==> src/rtl/dma_hs_pkg.sv <==
package dma_hs_pkg;

   // Controller sequencing states
   typedef enum logic [1:0] {
      ST_IDLE = 2'd0,   // no bus ownership, waiting for a usable request
      ST_REQ  = 2'd1,   // bus requested, waiting for grant
      ST_XFER = 2'd2,   // strobes active for one byte
      ST_NEXT = 2'd3    // address/count update, decide continue or release
   } dma_st_e;

endpackage

==> src/rtl/dma_hs_regs.sv <==
module dma_hs_regs #(
   parameter int ADDR_W = 20,
   parameter int CNT_W  = 16
) (
   input  logic              clk,
   input  logic              rst_n,
   input  logic              load_en,
   input  logic [ADDR_W-1:0] load_addr,
   input  logic [CNT_W-1:0]  load_cnt,
   input  logic              step,
   output logic [ADDR_W-1:0] addr,
   output logic              cnt_zero,
   output logic              cnt_last
);

   localparam logic [ADDR_W-1:0] ADDR_INC = ADDR_W'(1);
   localparam logic [CNT_W-1:0]  CNT_ONE  = CNT_W'(1);

   logic [CNT_W-1:0] cnt;

   always_ff @(posedge clk or negedge rst_n) begin
      if (!rst_n) begin
         addr <= '0;
         cnt  <= '0;
      end else if (load_en) begin
         addr <= load_addr;
         cnt  <= load_cnt;
      end else if (step) begin
         addr <= addr + ADDR_INC;   // wraps modulo 2^ADDR_W
         cnt  <= cnt - CNT_ONE;
      end
   end

   assign cnt_zero = (cnt == '0);
   assign cnt_last = (cnt == CNT_ONE);

endmodule

==> src/rtl/dma_hs_fsm.sv <==
module dma_hs_fsm
   import dma_hs_pkg::*;
#(
   parameter int STROBE_CYC = 2
) (
   input  logic    clk,
   input  logic    rst_n,
   input  logic    req_ok,
   input  logic    bus_grant,
   input  logic    cnt_last,
   output dma_st_e state,
   output logic    tc
);

   localparam int TMR_W = (STROBE_CYC > 1) ? $clog2(STROBE_CYC) : 1;

   dma_st_e state_d;
   logic    tc_d;
   logic    strobe_done;

   // Strobe width timer: generate picks the variant for the parameter
   generate
      if (STROBE_CYC == 1) begin : g_no_tmr
         assign strobe_done = 1'b1;
      end else begin : g_tmr
         localparam logic [TMR_W-1:0] TMR_LAST = TMR_W'(STROBE_CYC - 1);
         logic [TMR_W-1:0] tmr;
         always_ff @(posedge clk or negedge rst_n) begin
            if (!rst_n)
               tmr <= '0;
            else if (state == ST_XFER && !strobe_done)
               tmr <= tmr + TMR_W'(1);
            else
               tmr <= '0;
         end
         assign strobe_done = (tmr == TMR_LAST);
      end
   endgenerate

   always_comb begin
      state_d = state;
      tc_d    = 1'b0;
      unique case (state)
         ST_IDLE: if (req_ok) state_d = ST_REQ;
         ST_REQ: begin
            if (!req_ok)        state_d = ST_IDLE;
            else if (bus_grant) state_d = ST_XFER;
         end
         ST_XFER: if (strobe_done) state_d = ST_NEXT;
         ST_NEXT: begin
            if (cnt_last) begin
               state_d = ST_IDLE;
               tc_d    = 1'b1;
            end else if (req_ok) begin
               state_d = ST_XFER;
            end else begin
               state_d = ST_IDLE;
            end
         end
         default: state_d = ST_IDLE;
      endcase
   end

   always_ff @(posedge clk or negedge rst_n) begin
      if (!rst_n) begin
         state <= ST_IDLE;
         tc    <= 1'b0;
      end else begin
         state <= state_d;
         tc    <= tc_d;
      end
   end

endmodule

==> src/rtl/dma_hs_ctrl.sv <==
module dma_hs_ctrl
   import dma_hs_pkg::*;
#(
   parameter int ADDR_W     = 20,
   parameter int CNT_W      = 16,
   parameter int STROBE_CYC = 2
) (
   input  logic              clk,
   input  logic              rst_n,
   input  logic              cfg_load,
   input  logic [ADDR_W-1:0] cfg_addr,
   input  logic [CNT_W-1:0]  cfg_cnt,
   input  logic              chan_mask,
   input  logic              dev_req,
   input  logic              bus_grant,
   output logic              bus_req,
   output logic              bus_oe,
   output logic              dev_ack,
   output logic              io_rd_stb,
   output logic              mem_wr_stb,
   output logic [ADDR_W-1:0] mem_addr,
   output logic              tc_pulse
);

   initial begin
      if (ADDR_W < 1 || ADDR_W > 64) $fatal(1, "ADDR_W out of range");
      if (CNT_W < 1 || CNT_W > 32)   $fatal(1, "CNT_W out of range");
      if (STROBE_CYC < 1 || STROBE_CYC > 256) $fatal(1, "STROBE_CYC out of range");
   end

   dma_st_e state;
   logic    cnt_zero, cnt_last, req_ok, tc;

   assign req_ok = dev_req && !chan_mask && !cnt_zero;

   dma_hs_fsm #(.STROBE_CYC(STROBE_CYC)) u_fsm (
      .clk       (clk),
      .rst_n     (rst_n),
      .req_ok    (req_ok),
      .bus_grant (bus_grant),
      .cnt_last  (cnt_last),
      .state     (state),
      .tc        (tc)
   );

   dma_hs_regs #(.ADDR_W(ADDR_W), .CNT_W(CNT_W)) u_regs (
      .clk       (clk),
      .rst_n     (rst_n),
      .load_en   (cfg_load && state == ST_IDLE),
      .load_addr (cfg_addr),
      .load_cnt  (cfg_cnt),
      .step      (state == ST_NEXT),
      .addr      (mem_addr),
      .cnt_zero  (cnt_zero),
      .cnt_last  (cnt_last)
   );

   assign bus_req    = (state != ST_IDLE);
   assign bus_oe     = (state == ST_XFER) || (state == ST_NEXT);
   assign dev_ack    = (state == ST_XFER);
   assign io_rd_stb  = (state == ST_XFER);
   assign mem_wr_stb = (state == ST_XFER);
   assign tc_pulse   = tc;

endmodule

==> config.mk <==
export PLATFORM = sky130hd
export DESIGN_NAME = dma_hs_ctrl
export DESIGN_NICKNAME = d
export VERILOG_FILES = /design/src/rtl/dma_hs_pkg.sv /design/src/rtl/dma_hs_regs.sv /design/src/rtl/dma_hs_fsm.sv /design/src/rtl/dma_hs_ctrl.sv
export SDC_FILE = /design/constraint.sdc
export NUM_CORES = 1
export LEC_CHECK = 0
export ABC_AREA = 1
export CORE_ASPECT_RATIO = 0.6
export CORE_MARGIN = 2
export CORE_UTILIZATION = 31
export CTS_CLUSTER_DIAMETER = 120
export DETAILED_ROUTE_END_ITERATION = 16
export GPL_TIMING_DRIVEN = 0
export HOLD_SLACK_MARGIN = 0.15
export PLACE_DENSITY_LB_ADDON = 0.2
export SLEW_MARGIN = 30
export SYNTH_ARGS = -nofsm -noshare
export SYNTH_HDL_FRONTEND = slang
export SYNTH_SLANG_ARGS = --single-unit
==> constraint.sdc <==
create_clock -name clk -period 2.4 [get_ports clk]
set_input_delay 0.48 -clock clk [delete_from_list [all_inputs] [get_ports clk]]
set_output_delay 0.48 -clock clk [all_outputs]
set_load 0.02 [all_outputs]
=== Word-level counts from Yosys, hierarchy flattened ===
Index checks and enable logic that the tools add are counted.

* Flip-flop bits (word level): 40
* Bits of input ports: 42
* Output and inout port bits: 26
* Logic and storage cells: 42

* $add $sub $neg: 3
* Equal/unequal tests: 7
* Multiplexer cells: 14
* Reduce and logical (&&, ||, !) cells: 13

{| class="wikitable"
|+ Operators by type and width
! cell !! count
|-
| 20-bit 2-to-1 mux || 2
|-
| 16-bit 2-to-1 mux || 2
|-
| 20-bit by 1-bit adder with 20-bit output, second input constant || 1
|-
| 16-bit by 1-bit == test with 1-bit output, second input constant || 1
|-
| 16-bit zero test || 1
|-
| 16-bit by 1-bit subtractor with 16-bit output, second input constant || 1
|-
| 2-bit 2-to-1 mux || 6
|-
| 2-bit case mux with 4 select lines || 1
|-
| 2-bit == test, second input constant || 2
|-
| 1-bit logical AND || 4
|-
| 2-bit by 1-bit != test with 1-bit output, second input constant || 2
|-
| 2-bit nonzero test || 2
|-
| 1-bit zero test || 3
|-
| 1-bit 2-to-1 mux || 3
|-
| 3-bit != test, second input constant || 1
|-
| 3-bit AND reduction || 1
|-
| 2-bit by 1-bit == test with 1-bit output, second input constant || 1
|-
| 2-bit zero test || 1
|-
| 1-bit adder, second input constant || 1
|-
| 1-bit logical OR || 1
|}

=== Logic depth before layout (Yosys ltp) ===
Gate-level depths: netlist (run 1).

* Word-level depth: 6
* Depth in mapped cells: 10

=== By module ===
From an unflattened synthesis (run 1), not the netlist that was laid out.

* Cell total of the unflattened synthesis: 355
* Area total of the unflattened synthesis: 2597.5 µm²

{| class="wikitable"
|+ By module, submodules not included
! module !! times used !! cells an instance !! area an instance (µm²)
|-
| dma_hs_regs || 1 || 317 || 2344.7
|-
| dma_hs_fsm || 1 || 24 || 187.7
|-
| dma_hs_ctrl || 1 || 14 || 65.1
|}

=== Least setup slack after synthesis (run 1) ===
Ideal clock, no wire load.

* Path type: flip-flop to output port
* From: reg u_fsm.state[1]
* To: out io_rd_stb
* Arrival: 1.072 ns
* Slack: 0.848 ns
* Stages on the path, launching flop included: 4
* Path buffers: 1
* Cell sequence: dfrtp_1 inv_1 nor2_1 buf_4

* Longest elaborated chain between the ends: 1

{| class="wikitable"
|+ Ends and longest elaborated chain
! element !! line !! source
|-
| from (decl) || dma_hs_fsm.sv:11 || <nowiki>output dma_st_e state,</nowiki>
|-
| from (signal assigned) || dma_hs_fsm.sv:69 || <nowiki>state <= state_d;</nowiki>
|-
| 2-bit == test || - ||
|-
| to (decl) || dma_hs_ctrl.sv:19 || <nowiki>output logic io_rd_stb,</nowiki>
|}

Every way passes these cells.

=== Worst setup path in the final report (run 1) ===
* From: reg u_fsm.state[1]
* To: out io_rd_stb

* Longest elaborated chain between the ends: 1

{| class="wikitable"
|+ Ends and longest elaborated chain
! element !! line !! source
|-
| 2-bit == test || dma_hs_ctrl.sv:61 || <nowiki>assign io_rd_stb = (state == ST_XFER);</nowiki>
|}

Every way passes these cells.

==> results of run 1 <==
==> state kept, by name, indices dropped and copies added, names as in the netlist <==
| register | count |
|---|---|
| u_regs.addr | 20 |
| u_fsm.tc | 1 |
| u_regs.cnt | 16 |
| u_fsm.g_tmr.tmr | 1 |
| u_fsm.state | 2 |
==> synth_stat cells <==
cell type   n
a32oi_1     1
nor2_1     57
o311ai_0    1
a21oi_1    12
nand2_2     4
or2_2       2
o21ai_1     8
nand2_4     1
ha_1        4
inv_1      40
a31oi_1     2
a211oi_1    3
buf_4       3
nand3b_1    1
nor2_2      6
a21oi_2     1
o211ai_1    6
o22ai_1     4
o21ai_2     1
nand2_1    98
inv_2       3
nand3_2     1
o221a_2     1
buf_6       3
clkbuf_1    2
a22oi_1     2
buf_2       9
nor3_4      1
nand3_1    38
o21ai_0    23
nor3_2      1
nor4_1      1
nor3_1      3
o21bai_1    1
nand4_1    12
dfrtp_1    40
nor2_4      6
==> how the worst max path moves through the flow <==
stage / startpoint / to / slack, ns
2_1_floorplan: u_fsm.state[1] / io_rd_stb / 0.85
3_3_place_gp: rst_n / u_fsm.g_tmr.tmr / -0.36
3_5_place_dp: u_fsm.state[1] / io_rd_stb / 0.45
4_1_cts: u_fsm.state[1] / io_rd_stb / 0.13
5_1_grt: u_fsm.state[1] / io_rd_stb / 0.09
6_report: u_fsm.state[1] / io_rd_stb / 0.19
==> cell type report <==
type,instances,area [um2]
multi-input combinational,302,1510
tap,112,140
clock inverter,1,30.0
timing repair buffer,67,668
buffer,17,109
sequential,40,1000
clock buffer,7,153
fill,902,4820
inverter,43,161
==> logic make-up after synthesis <==
family	count (synthesis)	synth area share, %
flops	40	36.1
buf+inv	60	9.73
fa+ha+maj	4	1.80
simple gates	232	38.4
compound gates	66	14.0
==> power breakdown <==
part	internal, mW	switching [mW]	total (mW)
Combinational	0.965	1.48	2.44
Sequential	0.979	0.424	1.40
Clock	0.549	0.297	0.845
==> layer usage <==
layer	track usage, %	part of all wire [%]	vias to the layer above
met5	0	0	-
met4	3.96	0.78	0
met3	4.26	7.0	7
met2	28.0	40	111
met1	32.1	53	1419
li1	-	-	1470
==> what timing repair did <==
item	in CTS	in global routing
buffers inserted	0	0
setup endpoints to repair	0	2
gates resized for setup	0	1
==> through the flow <==
stage	util [%]	TNS [ns]	setup WS (ns)
6_report	43.9	0	0.189
5_1_grt	43.9	0	0.0912
4_1_cts	43.9	0	0.126
3_5_place_dp	41.7	0	0.451
3_3_place_gp	41.8	-14.10	-0.356
2_1_floorplan	-	0	0.848
==> out/qor.csv, run 1 <==
metric,value,unit
Overflow after GRT,0,
count of final setup violators,0,
area added between synthesis and finish,35.8,%
"antenna viol nets, final",0,
Worst R2R Setup Slack,0.77,ns
clock buffer count from CTS,5,
Iteration-0 DRC Markers,286,
Synth top area share,36.1,%
clock sink total,40,
CP Cell Sequence,inv_1 -> nor2_2 -> buf_4 -> clkdlybuf4s50_1,
fin area,3770,um2
Crit path depth,4,
final non-filler cell total,589,
path depth of the worst reg2reg path,5,
I/O Pins,68,
DP Area,3580,um2
most frequent cells in the layout,"nand2_1 (98), clkdlybuf4s50_1 (66), nor2_1 (56)",
CTS tree,done,
FMAX,452,MHz
number of rows in the core area,26,
first-pass GRT wire length,15400,um
vias in the first global route,2829,
YS warnings,0,
status,"finished, final reports clean",
Worst-Skew Late Latency,0.29,ns
r2r startpoint,u_fsm.state[0],
"most common cell after layout, fill and taps aside",nand2_1,
Slew @ Worst Pin,0.639,ns
CP required,1.92,ns
GPL Wtd Cong,0.934,
CTS max path bufs,2,
Setup crit start kind,flip-flop,
leakage,1.66,nW
period utilization,92.1,%
# hold bufs at CTS,0,
Max VDD drop,0.648,mV
clk slew on worst S/H paths,0.06,ns
Global Route Usage Sum,20.3,%
Die X,126,um
Clock Skew,0.00622,ns
H-tree levels,2,
vias per cell,5.11,
fraction of layout cells with a size suffix above 1,11.1,%
Netlist cell types,37,
Hold WS,0.175,ns
syn avg cell area,6.91,um2
Pre-Repair DR Iteration Count,5,
starting density of the core,32.3,%
Synth Register Bits,40,
critical path endpoint category,output port,
largest fanout on the critical path,6,
final WL,9510,um
largest net degree at the start of global routing,41,
"Largest stage delay, worst path",0.59,ns
Post-DP HPWL,6920,um
"Worst Path Class, Setup",reg -> out,
number of port buffers,67,
RR Endpoint,u_regs.cnt[1],
Hold Path Class,in -> async,
post-synthesis cell count,402,
Placed Cells,581,
Fin. Hold Viols,0,
CP max-delay cell,clkdlybuf4s50_1,
crit-path leading delay family,buffers and inverters,
initial antenna violation count,0,
Arrival @ worst endpoint,1.73,ns
fin crit period,2.21,ns
"Seq/Total Area, Yosys",36.1,%
Final Slew Violations,0,
post-route total power,4.69,mW
unrepaired setup endpoints after global routing,no,
Syn Nets,448,
core area,8590,um2
CTS Root Cell,clkbuf_16,
# DRC,0,
die extent in y,77.3,um
max-cap violations,0,
routed len/inst,16.2,um
layout net count,522,
total number of vias,3007,
Buf/Inv on CP,3,
Slew HR,57.4,%
Post-Synthesis Cell Area,2780,um2
# diodes,0,
Synth area leader,dfrtp_1,
Synth area leaders,"dfrtp_1 (36%), nand2_1 (13%), nor2_1 (7.7%)",
Die Area,9750,um2
power per standard cell area,1240,nW/um2
(Power assumes the default switching activity.)
==> inputs of run 2 (changes only) <==
--- a/config.mk
+++ b/config.mk
@@ -17,4 +17,5 @@
 export SLEW_MARGIN = 30
 export SYNTH_ARGS = -nofsm -noshare
 export SYNTH_HDL_FRONTEND = slang
+export SYNTH_HIERARCHICAL = 1
 export SYNTH_SLANG_ARGS = --single-unit
==> out/qor.csv, run 2 <==
metric,value,unit,change
leakage,1.50,nW,was 1.66 nW
area added between synthesis and finish,36.7,%,was 35.8%
largest fanout on the critical path,8,,was 6
Final Slew Violations,0,,unchanged
r2r startpoint,u_regs/cnt[0],,was u_fsm.state[0]
syn avg cell area,7.32,um2,was 6.91 um2
period utilization,94.0,%,was 92.1%
final WL,7980,um,was 9510 um
Clock Skew,0.00476,ns,was 0.00622 ns
most frequent cells in the layout,"nand2_1 (100), clkdlybuf4s50_1 (66), nor2_1 (46)",,"was nand2_1 (98), clkdlybuf4s50_1 (66), nor2_1 (56)"
post-synthesis cell count,355,,was 402
critical path endpoint category,output port,,unchanged
count of final setup violators,0,,unchanged
Hold Path Class,in -> async,,unchanged
Synth Flop Type,dfrtp_1,,unchanged
CTS tree,done,,unchanged
DP Area,3400,um2,was 3580 um2
Synth area leader,dfrtp_1,,unchanged
most instantiated cells after synthesis,"nand2_1 (100), nor2_1 (46), dfrtp_1 (40)",,"was nand2_1 (98), nor2_1 (57), dfrtp_1 (40), inv_1 (40), nand3_1 (38)"
status,"finished, final reports clean",,unchanged
max-cap violations,0,,unchanged
post-CTS sizing,0,,unchanged
top flop regs,"u_regs/addr (20), u_regs/cnt (16), u_fsm/state (2)",,"was u_regs.addr (20), u_regs.cnt (16), u_fsm.state (2)"
first-pass GRT wire length,12600,um,was 15400 um
Post-DP HPWL,6050,um,was 6920 um
"Seq/Total Area, Yosys",38.5,%,was 36.1%
Slew HR,60.8,%,was 57.4%
"EDFF count, synth",0,,unchanged
YS warnings,6,,was 0
clock sink total,40,,unchanged
"Largest stage delay, worst path",0.60,ns,was 0.59 ns
CP startpoint,u_fsm/state[1],,was u_fsm.state[1]
unrepaired setup endpoints after global routing,no,,unchanged
post-route total power,4.22,mW,was 4.69 mW
TNS Setup,0,ns,unchanged
final non-filler cell total,538,,was 589
"antenna viol nets, final",0,,unchanged
power per standard cell area,1190,nW/um2,was 1240 nW/um2
layout net count,474,,was 522
Arrival @ worst endpoint,1.77,ns,was 1.73 ns
Gate power share,49.6,%,was 52.1%
# DRC,0,,unchanged
CTS Root Cell,clkbuf_16,,unchanged
vias in the first global route,2354,,was 2829
most numerous cell in the Yosys netlist,nand2_1,,unchanged
Synth area leaders,"dfrtp_1 (39%), nand2_1 (14%), a22oi_1 (7.8%)",,"was dfrtp_1 (36%), nand2_1 (13%), nor2_1 (7.7%)"
Post-Place Setup Slack,0.133,ns,was 0.451 ns
FMAX,443,MHz,was 452 MHz
Pre-Repair DR Iteration Count,6,,was 5
clock network power share,16.2,%,was 18.0%
sequential fraction of design power,34.2,%,was 29.9%
number of rows in the core area,25,,was 26
fin area,3550,um2,was 3770 um2
Worst-Skew Late Latency,0.28,ns,was 0.29 ns
Setup crit start kind,flip-flop,,unchanged
Placed Cells,530,,was 581
Buf/Inv on CP,3,,unchanged
Overflow after GRT,0,,unchanged
H-tree levels,2,,unchanged
Netlist cell types,31,,was 37
initial antenna violation count,0,,unchanged
fraction of layout cells with a size suffix above 1,7.67,%,was 11.1%
# diodes,0,,unchanged
routed len/inst,14.8,um,was 16.2 um
GPL Wtd Cong,0.913,,was 0.934
number of port buffers,67,,unchanged
I/O Pins,68,,unchanged
Iteration-0 DRC Markers,187,,was 286
Slew @ Worst Pin,0.588,ns,was 0.639 ns
switch share,45.5,%,was 46.9%
CP Cell Sequence,inv_2 -> nor2_1 -> buf_4 -> clkdlybuf4s50_1,,was inv_1 -> nor2_2 -> buf_4 -> clkdlybuf4s50_1
"most common cell after layout, fill and taps aside",nand2_1,,unchanged
Multi-input gate area,1420,um2,was 1510 um2
clock buffer count from CTS,5,,unchanged
cell internal pwr,2.30,mW,was 2.49 mW
Biggest register,u_regs/addr,,was u_regs.addr
Synth top area share,38.5,%,was 36.1%
Global Route Usage Sum,18.3,%,was 20.3%
Die Area,9150,um2,was 9750 um2
# hold bufs at CTS,0,,unchanged
Post-CTS Setup Inserts,0,,unchanged
CP required,1.92,ns,about the same
vias per cell,4.77,,was 5.11
die extent in y,74.9,um,was 77.3 um
total number of vias,2566,,was 3007
Setup WS post-layout,0.145,ns,was 0.189 ns
max reg flops,20,,unchanged
largest net degree at the start of global routing,41,,unchanged
Syn Nets,400,,was 448
crit-path leading delay family,buffers and inverters,,unchanged
Synth Register Bits,40,,unchanged
Max VDD drop,0.376,mV,was 0.648 mV
CTS max path bufs,2,,unchanged
core area,8010,um2,was 8590 um2
Fin. Hold Viols,0,,unchanged
clk slew on worst S/H paths,0.06,ns,about the same
CP max-delay cell,clkdlybuf4s50_1,,unchanged
# fillers,835,,was 902
fin crit period,2.25,ns,was 2.21 ns
starting density of the core,32.4,%,was 32.3%
"Worst Path Class, Setup",reg -> out,,unchanged
net switching power,1.92,mW,was 2.20 mW
async set or reset register ratio after synthesis,100,%,unchanged
Die X,122,um,was 126 um
Post-Synthesis Cell Area,2600,um2,was 2780 um2
register area,1000,um2,unchanged
[run 2: cell count changes in the layout (fill, tap and decap cells not counted), moves of 10 or more]
cell     delta
a22oi_1    +25
nand3_1    -12
a21oi_1    -10
inv_1      -10
nor2_1     -10
o21ai_0    -10
[run 2: power groups by stage]
| stage | clock (mW) | combinational [mW] | sequential, mW |
|---|---|---|---|
| floorplan | 0 | 1.16 | 1.53 |
| global placement | 0 | 2.07 | 1.44 |
| detailed placement | 0 | 2.09 | 1.45 |
| CTS | 0.707 | 2.11 | 1.44 |
| global route | 0.731 | 2.33 | 1.50 |
| finish | 0.683 | 2.10 | 1.44 |
[run 2: worst paths after layout]
path,end,slack (ns),cells past startpoint
max in group asynchronous,u_regs/addr[18],1.86,1
hold reg to reg,u_fsm/g_tmr.tmr,0.45,1
min in group clk,u_fsm/g_tmr.tmr,0.45,1
setup / recovery,mem_wr_stb,0.15,4
setup reg to reg,u_fsm/state[1],0.39,11
hold / removal,u_fsm/state[1],0.17,1
[run 2: logic make-up (layout without fill, tap and decap cells)]
logic type                 after synthesis  in the layout  synth area share (%)
AOI/OAI and AO/OA                       55             55                  14.3
and+or+nand+nor                        195            195                  33.0
xor gates and xnor gates                17             17                  5.73
buffers and inverters                   45            120                  6.98
DFF                                     40             40                  38.5
adders and majority gates                3              3                  1.45
[run 2: through the flow]
| stage | utilization (%) | hold WS (ns) |
|---|---|---|
| after floorplan | - | 0.184 |
| after global placement | 42.5 | 0.435 |
| after detailed placement | 42.5 | 0.437 |
| after CTS | 44.3 | 0.204 |
| after global routing | 44.3 | 0.227 |
| final | 44.3 | 0.173 |
[run 2: final cells by class]
class / instances / share of cell area (%)
inverters: 32 / 3.38
well taps: 108 / 3.81
multi-input cells: 270 / 39.9
clock buffers: 6 / 3.91
clock inverters: 2 / 0.282
plain buffers: 13 / 1.73
repair buffers: 67 / 18.8
flip-flops and latches: 40 / 28.2
[run 2: metal layers]
| metal | track usage (%) | routed length [um] | up-vias |
|---|---|---|---|
| met1 | 28.4 | 4140 | 1166 |
| li1 | - | - | 1314 |
| met3 | 4.02 | 665 | 8 |
| met4 | 4.60 | 78 | 0 |
| met5 | 0 | 0 | - |
| met2 | 25.5 | 3090 | 78 |
